--- config.mk ---
export PLATFORM = sky130hd
export DESIGN_NAME = qdec_counter
export DESIGN_NICKNAME = d
export VERILOG_FILES = /design/src/rtl/qdec_pkg.sv /design/src/rtl/qdec_sync.sv /design/src/rtl/qdec_edge.sv /design/src/rtl/qdec_count.sv /design/src/rtl/qdec_counter.sv
export SDC_FILE = /design/constraint.sdc
export NUM_CORES = 1
export LEC_CHECK = 0
export BUFFER_PORTS_ARGS = -buffer_cell sky130_fd_sc_hd__buf_2
export CAP_MARGIN = 25
export CELL_PAD_IN_SITES_DETAIL_PLACEMENT = 0
export CELL_PAD_IN_SITES_GLOBAL_PLACEMENT = 1
export CORE_AREA = 3 3 76 57
export DETAILED_ROUTE_END_ITERATION = 16
export DIE_AREA = 0 0 79 60
export GPL_TIMING_DRIVEN = 0
export HOLD_SLACK_MARGIN = 0.05
export PLACE_DENSITY = 0.74
export SYNTH_ARGS = -nofsm -noshare
export SYNTH_HDL_FRONTEND = slang
export SYNTH_SLANG_ARGS = --single-unit
--- constraint.sdc ---
create_clock -name clk -period 2.1 [get_ports clk]
set_input_delay 0.21 -clock clk [delete_from_list [all_inputs] [get_ports clk]]
set_output_delay 0.21 -clock clk [all_outputs]
set_load 0.005 [all_outputs]
--- src/rtl/qdec_pkg.sv ---
package qdec_pkg;

    typedef enum logic [1:0] {
        QM_IDLE = 2'd0,
        QM_CH_A = 2'd1,
        QM_CH_B = 2'd2,
        QM_BOTH = 2'd3
    } qmode_e;

    typedef struct packed {
        logic step;
        logic down;
    } qstep_t;

    // Decide whether this cycle's phase change counts, and which way.
    function automatic qstep_t decode_step(qmode_e m, logic a_now, logic a_old,
                                           logic b_now, logic b_old);
        qstep_t r;
        logic ae, be, use_a, use_b;
        ae    = a_now ^ a_old;
        be    = b_now ^ b_old;
        use_a = ae && !be && (m == QM_CH_A || m == QM_BOTH);
        use_b = be && !ae && (m == QM_CH_B || m == QM_BOTH);
        r.step = use_a | use_b;
        r.down = use_a ? (a_now == b_now) : (b_now != a_now);
        return r;
    endfunction

endpackage

--- src/rtl/qdec_sync.sv ---
module qdec_sync #(
    parameter int N      = 2,
    parameter int STAGES = 2
) (
    input  logic         clk,
    input  logic         rst,
    input  logic [N-1:0] din,
    output logic [N-1:0] dout
);
    localparam int LAST = STAGES - 1;

    for (genvar i = 0; i < N; i++) begin : g_ch
        logic [STAGES-1:0] chain;
        always_ff @(posedge clk) begin
            if (rst) chain <= '0;
            else     chain <= {chain[STAGES-2:0], din[i]};
        end
        assign dout[i] = chain[LAST];
    end
endmodule

--- src/rtl/qdec_edge.sv ---
module qdec_edge
    import qdec_pkg::*;
(
    input  logic   clk,
    input  logic   rst,
    input  logic   a_s,
    input  logic   b_s,
    input  qmode_e mode,
    output qstep_t st,
    output logic   skew
);
    logic a_d, b_d;

    always_ff @(posedge clk) begin
        if (rst) begin
            a_d <= 1'b0;
            b_d <= 1'b0;
        end else begin
            a_d <= a_s;
            b_d <= b_s;
        end
    end

    always_comb begin
        st   = decode_step(mode, a_s, a_d, b_s, b_d);
        skew = (a_s ^ a_d) && (b_s ^ b_d);
    end

    AST_IDLE_NO_STEP: assert property (@(posedge clk) disable iff (rst)
        (mode == QM_IDLE) |-> !st.step);
endmodule

--- src/rtl/qdec_count.sv ---
module qdec_count
    import qdec_pkg::*;
#(
    parameter int CNT_W = 8
) (
    input  logic             clk,
    input  logic             rst,
    input  qstep_t           st,
    input  qmode_e           mode,
    input  logic [CNT_W-1:0] reload_val,
    input  logic             dir_we,
    input  logic             dir_wval,
    output logic [CNT_W-1:0] cnt_o,
    output logic             down_o,
    output logic             wrap_o
);
    localparam logic [CNT_W-1:0] ONE = CNT_W'(1);

    logic [CNT_W-1:0] cnt_q;
    logic             down_q, wrap_q;

    always_ff @(posedge clk) begin
        if (rst) begin
            cnt_q  <= '0;
            down_q <= 1'b0;
            wrap_q <= 1'b0;
        end else begin
            wrap_q <= 1'b0;
            if (st.step) begin
                down_q <= st.down;
                if (!st.down) begin
                    if (cnt_q >= reload_val) begin
                        cnt_q  <= '0;
                        wrap_q <= 1'b1;
                    end else begin
                        cnt_q <= cnt_q + ONE;
                    end
                end else if (cnt_q == '0) begin
                    cnt_q  <= reload_val;
                    wrap_q <= 1'b1;
                end else begin
                    cnt_q <= cnt_q - ONE;
                end
            end else if (mode == QM_IDLE && dir_we) begin
                down_q <= dir_wval;
            end
        end
    end

    assign cnt_o  = cnt_q;
    assign down_o = down_q;
    assign wrap_o = wrap_q;

    AST_UP_WRAP: assert property (@(posedge clk) disable iff (rst)
        (st.step && !st.down && cnt_q >= reload_val) |=> (cnt_q == '0 && wrap_q));
    AST_DOWN_WRAP: assert property (@(posedge clk) disable iff (rst)
        (st.step && st.down && cnt_q == '0) |=> (cnt_q == $past(reload_val) && wrap_q));
    AST_HOLD_NO_STEP: assert property (@(posedge clk) disable iff (rst)
        !st.step |=> ($stable(cnt_q) && !wrap_q));
    AST_DIR_LOCK: assert property (@(posedge clk) disable iff (rst)
        (mode != QM_IDLE && dir_we && !st.step) |=> $stable(down_q));
endmodule

--- src/rtl/qdec_counter.sv ---
module qdec_counter
    import qdec_pkg::*;
#(
    parameter int CNT_W       = 8,
    parameter int SYNC_STAGES = 2
) (
    input  logic             clk,
    input  logic             rst,
    input  logic             phase_a,
    input  logic             phase_b,
    input  logic [1:0]       mode,
    input  logic [CNT_W-1:0] reload_val,
    input  logic             dir_we,
    input  logic             dir_wval,
    output logic [CNT_W-1:0] pos_count,
    output logic             dir_down,
    output logic             wrap_pulse
);
    logic [1:0] ph_s;
    qstep_t     st;
    logic       skew;
    qmode_e     mode_e;

    assign mode_e = qmode_e'(mode);

    qdec_sync #(.N(2), .STAGES(SYNC_STAGES)) u_sync (
        .clk (clk),
        .rst (rst),
        .din ({phase_b, phase_a}),
        .dout(ph_s)
    );

    qdec_edge u_edge (
        .clk (clk),
        .rst (rst),
        .a_s (ph_s[0]),
        .b_s (ph_s[1]),
        .mode(mode_e),
        .st  (st),
        .skew(skew)
    );

    qdec_count #(.CNT_W(CNT_W)) u_count (
        .clk       (clk),
        .rst       (rst),
        .st        (st),
        .mode      (mode_e),
        .reload_val(reload_val),
        .dir_we    (dir_we),
        .dir_wval  (dir_wval),
        .cnt_o     (pos_count),
        .down_o    (dir_down),
        .wrap_o    (wrap_pulse)
    );

    AST_SKEW_IGNORED: assert property (@(posedge clk) disable iff (rst)
        skew |=> ($stable(pos_count) && $stable(dir_down)));
endmodule

==> impl_metrics.json <==
{
  "diodes": 0,
  "vias": 1388,
  "syn_area_per_cell_um2": 8.08,
  "hp-class": "in -> reg",
  "ioPinCount": 26,
  "wl_um": 3880,
  "setup_viol": 1,
  "irDropWorstVdd_v": 0.000277,
  "rows": 18,
  "fin_crit_sh_pct": 100,
  "routabilityCongestion": 0.877,
  "netlist.top_cell.by_area": "dfxtp_1",
  "place_ws_ps": -120,
  "hold_slack_ps": 167,
  "dr_wl_met3_um": 323,
  "synthTopCellsByArea": "dfxtp_1 25%, ha_1 11%, inv_1 4.9%, nand3_1 4.2%, o21ai_0 3.1%",
  "nets": 223,
  "start_util_pct": 36.6,
  "place_area_mm2": 0.00149,
  "cts_tree": "yes",
  "die_w_um": 79,
  "clk_pin_slew_ps": 80,
  "h-tree-depth": 1,
  "wl_met1_um": 1830,
  "numPortBuffers": 25,
  "grt_pass1_vias": 1273,
  "synthTopCellsByCount": "17 x inv_1, 16 x dfxtp_1, 11 x ha_1, 11 x nand3_1, 8 x o21ai_0",
  "outcome": "finished with violations",
  "clock-skew-final_ps": 7.61,
  "viasPerCell": 5.67,
  "root_buffer": "clkbuf_8",
  "violations": "setup timing",
  "final_util_pct": 46.9,
  "grt_pass1_wl_um": 6090,
  "power_density_mw_per_mm2": 632,
  "drt_iter0_markers": 99,
  "n_fill_cell": 390,
  "grt_overflow_total": 0,
  "drv_slew": 0,
  "setup_ws_ps": -4.89,
  "cts_sinks": 16,
  "route.met2.wl_um": 1710,
  "async_reset_ff_share_pct": 0,
  "design_area_mm2": 0.00167,
  "insertion_delay_ps": 260,
  "antenna_found_initial": 0,
  "ys_types": 46,
  "endpoint_kind": "register",
  "worst_slew_pin_slew_ps": 719,
  "synthFlopType": "dfxtp_1",
  "fp.dieH_um": 60,
  "startpoint_type": "register",
  "cts_hold_buffers": 0,
  "wl_per_cell_um": 15.8,
  "drc": 0,
  "fp.dieArea_mm2": 0.00474,
  "synth_top_area_share_pct": 24.6,
  "crit_required_ps": 2250,
  "grt_max_degree": 11,
  "p_leak_uw": 0.000730,
  "drive_above_1_share_pct": 29.2,
  "syn_area_mm2": 0.00130,
  "synthCells": 161,
  "max_freq_mhz": 475,
  "synth-seq-area-share_pct": 24.6,
  "worst-path-max-fanout": 10,
  "top_layer": "met4",
  "ant_nets": 0,
  "ys_warn_count": 0,
  "core_mm2": 0.00356,
  "synth_edf_count": 0,
  "synth_nets": 188,
  "place_hpwl_um": 2780,
  "relSlewSlack_pct": 51.7,
  "cts_buffer_depth": 2,
  "arrival_ps": 2250,
  "rsz0062_at_grt": "yes",
  "post-route-min-period_ps": 2100,
  "finalHoldViolations": 0,
  "numCtsBuffers": 3,
  "drv_cap": 0,
  "area_delta_synth_final_pct": 28.3,
  "synth_seq_cells": 16,
  "r2r_slack_ps": -5,
  "grtUsageTotal_pct": 16.5,
  "drtPass1Iterations": 4,
  "path_class": "reg -> reg",
  "yosysMostFrequentCell": "inv_1"
}
[sequential cells by signal, summed over array words and instances, names as in the netlist]
signal and cells:
u_sync.g_ch.chain 4, u_edge.a_d 1, u_count.wrap_o 1, u_count.cnt_o 8, u_count.down_o 1, u_edge.b_d 1
[through the flow]
step           instances  setup TNS [ps]  total power [uW]
6_report             245           -4.89              1060
5_1_grt              245            -110              1110
4_1_cts              245           -1.93              1030
3_5_place_dp         236            -592               676
3_3_place_gp         236            -347               671
2_1_floorplan        161               0               584
[critical path, stage by stage (launching register included)]
cell and delay, ps:
dfxtp_2 330, buf_6 140, or4_4 460, or4b_4 550, mux2i_1 170, nor3_1 60
a311o_1 270
[power by group]
| group | internal, uW | switching, uW |
|---|---|---|
| combinational | 201 | 221 |
| sequential | 321 | 23.8 |
| clock | 167 | 122 |
[repair_timing]
| action | CTS | global route |
|---|---|---|
| buffers inserted | 7 | 1 |
| gates resized for setup | 8 | 9 |
| gates cloned | 0 | 0 |
| setup endpoints to repair | 8 | 9 |
| pin swaps | 0 | 2 |
[final cells by class]
cell class	count	area, um2	share of cell area [%]
sequential	16	333	19.9
inverter	17	63.8	3.82
multi-input combinational	122	938	56.2
buffer	3	18.8	1.12
tap	50	62.6	3.75
clock buffer	4	55.1	3.30
timing repair buffer	33	198	11.8
[cells in the final DEF, fill, tap and decap left out, drive strengths merged, types with 3 or more instances in the layout]
| cell type | instances |
|---|---|
| xnor2 | 3 |
| o2111ai | 4 |
| o211ai | 5 |
| ha | 11 |
| a41oi | 3 |
| buf | 34 |
| nor3 | 5 |
| or3 | 4 |
| dfxtp | 16 |
| clkbuf | 6 |
| and3 | 3 |
| xor2 | 3 |
| nand2 | 6 |
| o21ai | 10 |
| inv | 17 |
| nor2 | 7 |
| o21a | 3 |
| nand3 | 11 |
| nand4 | 5 |
| nor2b | 6 |
[cells by family (layout without fill, tap and decap cells)]
| family | Yosys count | in the layout | synth area share, % |
|---|---|---|---|
| and+or+nand+nor | 57 | 57 | 25.0 |
| AOI/OAI and AO/OA | 47 | 47 | 27.2 |
| buffers and inverters | 23 | 57 | 7.79 |
| DFF | 16 | 16 | 24.6 |
| adders and majority gates | 11 | 11 | 10.6 |
| xor gates and xnor gates | 6 | 6 | 4.04 |
| muxes | 1 | 1 | 0.769 |
[worst paths after layout]
| check | startpoint | to | depth (start not counted) |
|---|---|---|---|
| worst max-delay path | u_count.cnt_o[2] | u_count.cnt_o[2] | 6 |
| worst min-delay path | phase_a | u_sync.g_ch[0].chain[0] | 2 |
| worst max register to register | u_count.cnt_o[2] | u_count.cnt_o[2] | 6 |
| worst min register to register | u_sync.g_ch[0].chain[0] | u_sync.g_ch[0].chain[1] | 1 |
[per-layer routing]
| metal | global-route usage, % | vias to the layer above |
|---|---|---|
| li1 | - | 688 |
| met1 | 23.0 | 643 |
| met2 | 25.9 | 53 |
| met3 | 4.67 | 4 |
| met4 | 2.45 | 0 |
| met5 | 0 | - |
(Power assumes the default switching activity.)
